<file path="src/rtl/evt_route_pkg.sv">
`timescale 1ns/1ps
package evt_route_pkg;

  typedef enum logic [1:0] {
    PATH_SYNC   = 2'd0,
    PATH_RESYNC = 2'd1,
    PATH_ASYNC  = 2'd2,
    PATH_RSVD   = 2'd3
  } path_e;

  typedef enum logic [1:0] {
    EDGE_NONE = 2'd0,
    EDGE_RISE = 2'd1,
    EDGE_FALL = 2'd2,
    EDGE_BOTH = 2'd3
  } edge_e;

  // bit positions inside the configuration word
  localparam int CfgSelLsb  = 0;
  localparam int CfgPathLsb = 8;
  localparam int CfgEdgeLsb = 10;
  localparam int CfgStbyBit = 14;
  localparam int CfgOdBit   = 15;

  localparam logic [31:0] CfgResetVal = 32'h0000_8000;

endpackage

</file>
<file path="src/rtl/evt_gen_mux.sv">
`timescale 1ns/1ps
module evt_gen_mux #(
  parameter int SEL_W = 7,
  localparam int GEN_W = 1 << SEL_W
) (
  input  logic [SEL_W-1:0] sel_i,
  input  logic [GEN_W-1:0] gen_i,
  output logic             line_o
);

  // selector value zero means "no generator"
  always_comb begin
    if (sel_i == '0) begin
      line_o = 1'b0;
    end else begin
      line_o = gen_i[sel_i];
    end
  end

endmodule

</file>
<file path="src/rtl/evt_sampler.sv">
`timescale 1ns/1ps
module evt_sampler #(
  parameter int STAGES = 2,
  localparam int WARM_MAX = STAGES + 1,
  localparam int WARM_W = $clog2(WARM_MAX + 1)
) (
  input  logic clk_i,
  input  logic rst_ni,
  input  logic clr_i,
  input  logic resync_i,
  input  logic din_i,
  output logic sampled_o,
  output logic prev_o,
  output logic settled_o,
  output logic warm_ok_o
);

  logic [STAGES-1:0] stage_q, stage_d;
  logic              prev_q, prev_d;
  logic [WARM_W-1:0] warm_q, warm_d;
  logic [STAGES-1:0] stage_eq;

  // capture chain: stage 0 looks at the raw line, later stages at their neighbour
  for (genvar i = 0; i < STAGES; i++) begin : g_stage
    if (i == 0) begin : g_first
      assign stage_d[i]  = clr_i ? 1'b0 : din_i;
      assign stage_eq[i] = (stage_q[i] == din_i);
    end else begin : g_next
      assign stage_d[i]  = clr_i ? 1'b0 : stage_q[i-1];
      assign stage_eq[i] = (stage_q[i] == stage_q[i-1]) | ~resync_i;
    end
  end

  assign sampled_o = resync_i ? stage_q[STAGES-1] : stage_q[0];
  assign prev_o    = prev_q;
  assign settled_o = (&stage_eq) & (prev_q == sampled_o);

  always_comb begin
    prev_d = clr_i ? 1'b0 : sampled_o;
    if (clr_i) begin
      warm_d = '0;
    end else if (warm_q == WARM_W'(WARM_MAX)) begin
      warm_d = warm_q;
    end else begin
      warm_d = warm_q + WARM_W'(1);
    end
  end

  // history is trustworthy only once every register on the route has refilled
  assign warm_ok_o = resync_i ? (warm_q >= WARM_W'(WARM_MAX))
                              : (warm_q >= WARM_W'(2));

  always_ff @(posedge clk_i or negedge rst_ni) begin
    if (!rst_ni) begin
      stage_q <= '0;
      prev_q  <= 1'b0;
      warm_q  <= '0;
    end else begin
      stage_q <= stage_d;
      prev_q  <= prev_d;
      warm_q  <= warm_d;
    end
  end

endmodule

</file>
<file path="src/rtl/evt_edge_det.sv">
`timescale 1ns/1ps
module evt_edge_det
  import evt_route_pkg::*;
(
  input  logic  clk_i,
  input  logic  rst_ni,
  input  logic  clr_i,
  input  logic  en_i,
  input  edge_e mode_i,
  input  logic  cur_i,
  input  logic  prev_i,
  output logic  pulse_o
);

  logic rise, fall, hit;
  logic pulse_q, pulse_d;

  assign rise = cur_i & ~prev_i;
  assign fall = ~cur_i & prev_i;

  always_comb begin
    unique case (mode_i)
      EDGE_RISE: hit = rise;
      EDGE_FALL: hit = fall;
      EDGE_BOTH: hit = rise | fall;
      default:   hit = 1'b0;
    endcase
    pulse_d = ~clr_i & en_i & hit;
  end

  always_ff @(posedge clk_i or negedge rst_ni) begin
    if (!rst_ni) begin
      pulse_q <= 1'b0;
    end else begin
      pulse_q <= pulse_d;
    end
  end

  assign pulse_o = pulse_q;

endmodule

</file>
<file path="src/rtl/evt_route_chan.sv">
`timescale 1ns/1ps
module evt_route_chan
  import evt_route_pkg::*;
#(
  parameter int SEL_W = 7,
  localparam int GEN_W = 1 << SEL_W
) (
  input  logic             clk_i,
  input  logic             rst_ni,
  input  logic             cfg_we_i,
  input  logic [31:0]      cfg_wdata_i,
  input  logic [GEN_W-1:0] gen_i,
  input  logic             standby_i,
  output logic             evt_o,
  output logic             clk_req_o
);

  localparam logic [SEL_W-1:0] SelRst  = CfgResetVal[CfgSelLsb +: SEL_W];
  localparam logic [1:0]       PathRst = CfgResetVal[CfgPathLsb +: 2];
  localparam logic [1:0]       EdgeRst = CfgResetVal[CfgEdgeLsb +: 2];
  localparam logic             StbyRst = CfgResetVal[CfgStbyBit];
  localparam logic             OdRst   = CfgResetVal[CfgOdBit];

  // configuration state
  logic [SEL_W-1:0] sel_q, sel_d;
  path_e            path_q, path_d;
  edge_e            edge_q, edge_d;
  logic             run_stdby_q, run_stdby_d;
  logic             on_demand_q, on_demand_d;

  logic unused_cfg_bits;
  assign unused_cfg_bits = ^{cfg_wdata_i[31:16], cfg_wdata_i[13:12],
                             cfg_wdata_i[7:SEL_W]};

  always_comb begin
    sel_d       = sel_q;
    path_d      = path_q;
    edge_d      = edge_q;
    run_stdby_d = run_stdby_q;
    on_demand_d = on_demand_q;
    if (cfg_we_i) begin
      sel_d       = cfg_wdata_i[CfgSelLsb +: SEL_W];
      path_d      = path_e'(cfg_wdata_i[CfgPathLsb +: 2]);
      edge_d      = edge_e'(cfg_wdata_i[CfgEdgeLsb +: 2]);
      run_stdby_d = cfg_wdata_i[CfgStbyBit];
      on_demand_d = cfg_wdata_i[CfgOdBit];
    end
  end

  always_ff @(posedge clk_i or negedge rst_ni) begin
    if (!rst_ni) begin
      sel_q       <= SelRst;
      path_q      <= path_e'(PathRst);
      edge_q      <= edge_e'(EdgeRst);
      run_stdby_q <= StbyRst;
      on_demand_q <= OdRst;
    end else begin
      sel_q       <= sel_d;
      path_q      <= path_d;
      edge_q      <= edge_d;
      run_stdby_q <= run_stdby_d;
      on_demand_q <= on_demand_d;
    end
  end

  // datapath
  logic line, sampled, prev, settled, warm_ok, pulse;
  logic chan_on, clocked, gated, det_en;

  evt_gen_mux #(.SEL_W(SEL_W)) mux_i (
    .sel_i  (sel_q),
    .gen_i  (gen_i),
    .line_o (line)
  );

  evt_sampler #(.STAGES(2)) smp_i (
    .clk_i     (clk_i),
    .rst_ni    (rst_ni),
    .clr_i     (cfg_we_i),
    .resync_i  (path_q == PATH_RESYNC),
    .din_i     (line),
    .sampled_o (sampled),
    .prev_o    (prev),
    .settled_o (settled),
    .warm_ok_o (warm_ok)
  );

  assign chan_on = (sel_q != '0);
  assign clocked = (path_q == PATH_SYNC) | (path_q == PATH_RESYNC);
  assign gated   = standby_i & ~run_stdby_q;
  assign det_en  = chan_on & clocked & ~gated & warm_ok;

  evt_edge_det edge_i (
    .clk_i   (clk_i),
    .rst_ni  (rst_ni),
    .clr_i   (cfg_we_i),
    .en_i    (det_en),
    .mode_i  (edge_q),
    .cur_i   (sampled),
    .prev_i  (prev),
    .pulse_o (pulse)
  );

  always_comb begin
    unique case (path_q)
      PATH_ASYNC: begin
        evt_o     = line;
        clk_req_o = chan_on;
      end
      PATH_SYNC, PATH_RESYNC: begin
        evt_o     = pulse;
        clk_req_o = chan_on & ~gated & (~on_demand_q | ~settled | pulse);
      end
      default: begin
        evt_o     = 1'b0;
        clk_req_o = 1'b0;
      end
    endcase
  end

endmodule

</file>
<file path="config.mk">
export PLATFORM = sky130hd
export DESIGN_NAME = evt_route_chan
export DESIGN_NICKNAME = d
export VERILOG_FILES = /design/src/rtl/evt_route_pkg.sv /design/src/rtl/evt_gen_mux.sv /design/src/rtl/evt_sampler.sv /design/src/rtl/evt_edge_det.sv /design/src/rtl/evt_route_chan.sv
export SDC_FILE = /design/constraint.sdc
export NUM_CORES = 1
export LEC_CHECK = 0
export ABC_AREA = 1
export CAP_MARGIN = 20
export CORE_MARGIN = 10
export CORE_UTILIZATION = 45
export DETAILED_ROUTE_END_ITERATION = 16
export DONT_BUFFER_PORTS = 1
export PLACE_DENSITY = 0.64
export SLEW_MARGIN = 20
export SYNTH_ARGS = -nofsm -noshare
export SYNTH_HDL_FRONTEND = slang
export SYNTH_SLANG_ARGS = --single-unit
</file>
<file path="constraint.sdc">
create_clock -name clk_i -period 1.8 [get_ports clk_i]
set_clock_uncertainty 0.15 [all_clocks]
set_input_delay 0.18 -clock clk_i [delete_from_list [all_inputs] [get_ports clk_i]]
set_output_delay 0.18 -clock clk_i [all_outputs]
set_load 0.01 [all_outputs]
</file>
==> flow_summary.toml, run 1 <==
[synth]
post_synth_inst_count = 469
syn_area_um2 = 2460
yosysUniqueCellTypes = 26
ys_warn_count = 0
synth_top_cell_area_share_pct = 24.4
yosysSeqAreaShare_pct = 19.3
synth_top_area_cell = "nand2_1"
ys_ff_latch = 19
syn-num-nets = 637
yosys-top-cells-area = "nand2_1 (24%), dfrtp_1 (18%), inv_1 (11%)"
synth.avg_cell_area_um2 = 5.26

[power]
p_leak_nw = 1.65
peakVddDrop_mv = 0.557
p_total_mw = 1.66
power.density_nw_per_um2 = 565

[clocking]
ctsLongestPathBuffers = 2
cts_tree = "done"
cts.htree.levels = 1
clockRootBuffer = "clkbuf_8"
clk_latency_ps = 260
clock_sinks = 19
post_cts_buffers = 0
cts_made_buffers = 3
path_clk_slew_ps = 70

[sta]
fmax_ghz = 0.401
finalSetupViolCount = 3
worstMarginPinSlew_ps = 870
fin_crit_ps = 2490
layout_setup_ws_ps = -692
rsz0062_at_grt = "true"
finalHoldViolCount = 0
slew_violations = 0
relSlewSlack_pct = 42.0
final.period_utilization_pct = 138

[die]
initial_core_util_pct = 47.4
die_area_um2 = 8840
coreArea_um2 = 5200
rows = 26
dieWidth_um = 94.0
die_y_um = 94.0
io_pins = 166

[detailed_routing]
top_layer = "met4"
wl_per_cell_um = 15.2
drt_first_iter_violations = 123
drtPass1Iterations = 4
num_vias = 2882
via_per_inst = 5.12
route.met3.wl_um = 823
drc = 0
ant_nets = 0
drt-met1-wl_mm = 3.38
met2WireLength_mm = 4.27
wirelength_mm = 8.55

[finish]
fin_nets = 661
area_delta_synth_final_pct = 19.3
drive_above_1_share_pct = 11.4
fin_cells = 563

[global_routing]
antenna_found_initial = 1
grt_pass1_vias = 2857
grt_usage_pct = 18.2
grt_start_max_net_pins = 45
grt_first_pass_wirelength_mm = 13.4
grt_overflow = 0

[setup_path]
worstPathRequired_ps = 1470
critPathArrivalTime_ps = 2160
r2r_start = "sel_q[0]"
crit_path_start = "sel_q[0]"
crit_type = "reg2out"
end_kind = "output pin"
crit_path_max_fanout = 21
rr_worst_depth = 12
critPathLaunchType = "flip-flop"

[hold_path]
holdPathStages = 3
min_path_type = "in2reg"
min_from = "standby_i"

[run_status]
status = "finished with violations"
violations = "setup timing"

[placement]
port-buffer-count = 0
gp_congestion = 0.931
dp_slack_ps = -400
dp.cells = 543
hpwl_mm = 7.04

[job]
cap_violations = 0
[cell usage after synthesis]
| master | n |
|---|---|
| a211oi_1 | 1 |
| a21boi_1 | 1 |
| a21oi_1 | 6 |
| buf_2 | 11 |
| buf_4 | 7 |
| buf_6 | 5 |
| clkbuf_1 | 3 |
| dfrtp_1 | 18 |
| dfstp_2 | 1 |
| ha_1 | 4 |
| inv_1 | 72 |
| inv_2 | 2 |
| inv_4 | 1 |
| nand2_1 | 160 |
| nand3_1 | 48 |
| nand3_2 | 1 |
| nor2_1 | 71 |
| nor2_2 | 1 |
| nor3_1 | 1 |
| nor4_1 | 1 |
| o211ai_1 | 6 |
| o21ai_0 | 35 |
| o21ai_1 | 9 |
| o22ai_1 | 2 |
| o31ai_2 | 1 |
| o32ai_1 | 1 |
[placed cells by master, fill, tap and decap left out, drive strengths merged]
cell type,netlist,layout
a21boi,1,1
diode,0,1
nor4,1,1
o21ai,44,44
dfrtp,18,18
clkbuf,3,3
o32ai,1,1
nand2,160,160
nand3,49,49
clkinv,0,2
buf,23,30
o22ai,2,2
a211oi,1,1
dlygate4sd3,0,14
ha,4,4
nor2,72,72
dfstp,1,1
inv,75,74
dlymetal6s4s,0,1
o31ai,1,1
a21oi,6,6
nor3,1,1
o211ai,6,6
[area by class of cell]
cell class              count  area (um2)
inverters                  75         287
diodes                      1        2.50
flip-flops and latches     19         479
clock buffers               3        41.3
repair buffers             45         465
well taps                  70        87.6
multi-input cells         349        1570
clock inverters             1        5.00
fillers                   541        2260
[worst paths after layout]
kind / end / slack, ps
worst max register to register: smp_i.stage_q[0] / -110
worst min-delay path: edge_i.pulse_o / 50
worst max-delay path: clk_req_o / -690
max in group asynchronous: sel_q[2] / 600
worst min register to register: smp_i.warm_q[0] / 350
min in group asynchronous: sel_q[6] / 320
[metal layers]
metal / vias up / global-route usage [%]
li1: 1488 / -
met1: 1276 / 19.9
met2: 110 / 33.8
met3: 8 / 5.52
met4: 0 / 3.29
met5: - / 0
[worst max-delay path, stage by stage (launching register included)]
cell and delay (ps):
dfrtp_2 460, clkinv_4 120, buf_12 170, o21ai_0 160, nand2_1 70, nand2_1 60, nand2_1 70, nor2_1 140
nand2_1 70, nand3_1 90, nand2_2 80, buf_4 130, nand3_1 80, nand3_1 80, nand2_1 80, nand2_2 70
[cell families after synthesis]
logic type	synth area share, %
AND/OR/NAND/NOR	46.0
buffers and inverters	18.6
adder cells (fa/ha/maj)	2.03
flip-flops	19.3
AO/OA/AOI/OAI	14.0
[per-stage QoR]
stage	hold WS, ps	area [um2]	TNS, ps	utilization [%]
floorplan	-266	2470	-296	-
global placement	-265	2690	-803	51.8
detailed placement	-265	2690	-845	51.8
CTS	44.7	2900	-1450	55.7
global route	67.6	2940	-1910	56.5
finish	47.6	2940	-1490	56.5
[power by group]
part | internal, mW | total [mW] | switching, mW
Sequential | 0.472 | 0.515 | 0.0427
Clock | 0.154 | 0.300 | 0.146
Combinational | 0.366 | 0.845 | 0.479
[flip-flops by register name, summed over array words and instances, names as in the netlist]
signal / cells
smp_i.stage_q: 2
edge_q: 2
on_demand_q: 1
smp_i.prev_o: 1
path_q: 2
edge_i.pulse_o: 1
run_stdby_q: 1
sel_q: 7
smp_i.warm_q: 2
[repair_timing]
action / 4_1_cts / 5_1_grt
pin swaps: 0 / 3
hold buffers: 15 / 0
endpoints found under the setup margin: 3 / 7
hold endpoints to repair: 37 / 0
gates resized for setup: 6 / 15
(Power assumes the default switching activity.)
==> run 2, diff against run 1 <==
--- a/config.mk
+++ b/config.mk
@@ -9,9 +9,10 @@
 export CAP_MARGIN = 20
 export CORE_MARGIN = 10
 export CORE_UTILIZATION = 45
+export CTS_BUF_LIST = sky130_fd_sc_hd__clkbuf_16
 export DETAILED_ROUTE_END_ITERATION = 16
 export DONT_BUFFER_PORTS = 1
-export PLACE_DENSITY = 0.64
+export PLACE_DENSITY = 0.62
 export SLEW_MARGIN = 20
 export SYNTH_ARGS = -nofsm -noshare
 export SYNTH_HDL_FRONTEND = slang
==> constraint.sdc (replaced) <==
create_clock -name clk_i -period 2.37 [get_ports clk_i]
set_clock_uncertainty 0.15 [all_clocks]
set_input_delay 0.237 -clock clk_i [delete_from_list [all_inputs] [get_ports clk_i]]
set_output_delay 0.237 -clock clk_i [all_outputs]
set_load 0.01 [all_outputs]
==> run 2 against run 1 <==
Net effect:
- the run still ends with setup timing left
- critical endpoint unchanged
- core utilization is 1.4 points lower
- non-clock buffer count fell by 15
- worst hold slack lost 33 ps
- die area unchanged
- sequential power down 24%
- largest power group unchanged
- critical path depth stayed put
==> flow_summary.toml, run 2 (synthesis gave the netlist of run 1 again) <==
[die]
initial_core_util_pct = 47.4
die_area_um2 = 8840
coreArea_um2 = 5200
io_pins = 166
dieWidth_um = 94.0
rows = 26
die_y_um = 94.0

[sta]
rsz0062_at_grt = "true"
worstMarginPinSlew_ps = 860
fmax_ghz = 0.399
fin_crit_ps = 2510
final.period_utilization_pct = 106
finalSetupViolCount = 2
finalHoldViolCount = 0
slew_violations = 0
relSlewSlack_pct = 42.5
layout_setup_ws_ps = -138

[clocking]
cts_tree = "done"
clock_sinks = 19
path_clk_slew_ps = 50
clk_latency_ps = 250
ctsLongestPathBuffers = 2
clockRootBuffer = "clkbuf_16"
cts_made_buffers = 3
cts.htree.levels = 1

[run_status]
status = "finished with violations"
violations = "setup timing"

[detailed_routing]
route.met3.wl_um = 818
drc = 0
wirelength_mm = 8.44
top_layer = "met4"
via_per_inst = 5.16
drtPass1Iterations = 5
ant_nets = 0
met2WireLength_mm = 3.95
drt-met1-wl_mm = 3.63
wl_per_cell_um = 15.4
num_vias = 2821
drt_first_iter_violations = 119

[setup_path]
worstPathRequired_ps = 1980
crit_path_max_fanout = 15
slowest_stage = "dfrtp_2"
crit_buf_inv = 2
critPathArrivalTime_ps = 2120
end_kind = "output pin"
crit_type = "reg2out"
cpPeakStageDelay_ps = 460
path_cells = "buf_6 -> buf_12 -> nor2_1 -> nor2_1 -> o21ai_0 -> nand3_1 -> nand3_1 -> a21boi_1 -> nor2_1 -> nand2_2 -> nand3_2 -> nand2_1 -> nand3_1 -> nand2_1 -> nand2_2"
critPathLaunchType = "flip-flop"
crit_family = "simple AND/OR/NAND/NOR gates"

[finish]
regMostFlops = "sel_q"
fin_cells = 547
diodes = 0
nFillCells = 566
largest_reg_flops = 7
final_common_cell = "nand2_1"
fin_util_pct = 55.1
final_cell_mix = "nand2_1 (157), inv_1 (72), nor2_1 (70), nand3_1 (46), o21ai_0 (33)"
drive_above_1_share_pct = 7.13
area_delta_synth_final_pct = 16.3
fin_nets = 646

[global_routing]
antenna_found_initial = 0
grt_start_max_net_pins = 39
grt_pass1_vias = 2827
grt_overflow = 0
grt_first_pass_wirelength_mm = 13.4
grt_usage_pct = 18.2

[power]
power.density_nw_per_um2 = 472
peakVddDrop_mv = 0.459
p_comb_share_pct = 45.2
sw_frac_of_total_pct = 38.0
clkPwrFrac_pct = 25.8
switchingPower_mw = 0.515
p_leak_nw = 1.59
p_seq_share_pct = 29.1
p_int_mw = 0.839

[placement]
dp.cells = 525
gp_congestion = 0.869
port-buffer-count = 0
hpwl_mm = 6.55

[job]
cap_violations = 0

[hold_path]
min_path_type = "in2reg"
-- run 2: worst paths after layout --
kind / slack [ps] / depth (start not counted) / to / startpoint
max in group asynchronous: 1090 / 1 / sel_q[0] / rst_ni
worst max-delay path: -140 / 15 / clk_req_o / sel_q[0]
worst min register to register: 350 / 2 / on_demand_q / on_demand_q
worst max register to register: 440 / 12 / smp_i.stage_q[0] / sel_q[0]
worst min-delay path: 10 / 1 / sel_q[0] / cfg_we_i
min in group asynchronous: 390 / 1 / run_stdby_q / rst_ni
-- run 2: repair_timing --
action                                  in CTS  in global routing
endpoints found under the setup margin       2                  2
gates resized for setup                     17                  1
setup buffers                                1                  0
endpoints found under the hold margin       35                  0
pin swaps                                    2                  0
gates cloned                                 3                  0
hold buffers                                14                  0
-- run 2: power by group through the flow --
stage	combinational [mW]	clock [mW]	sequential, mW
final	0.612	0.349	0.393
after global routing	0.698	0.372	0.397
after CTS	0.612	0.357	0.392
after global placement	0.516	0	0.395
after floorplan	0.438	0	0.382
after detailed placement	0.524	0	0.396
-- run 2: cell type report --
class	instances	area (um2)	area share, %
multi-input combinational	349	1560	54.3
tap	70	87.6	3.05
clock buffer	3	75.1	2.62
clock inverter	1	5.00	0.175
inverter	75	287	9.99
timing repair buffer	30	378	13.2
sequential	19	478	16.7
-- run 2: metrics by stage --
step,setup slack (ps),total power [mW],cell area [um2],TNS [ps],hold WS (ps)
final,-138,1.35,2870,-203,14.2
after global routing,-349,1.47,2870,-604,24.7
after floorplan,357,0.820,2460,0,-209
after CTS,-123,1.36,2870,-191,5.38
after detailed placement,116,0.920,2510,0,-208
after global placement,131,0.911,2510,0,-208
-- run 2: routing by layer --
metal / track usage, % / vias up
li1: - / 1457
met1: 21.6 / 1239
met2: 31.2 / 119
met4: 1.90 / 0
met5: 0 / -
met3: 6.95 / 6
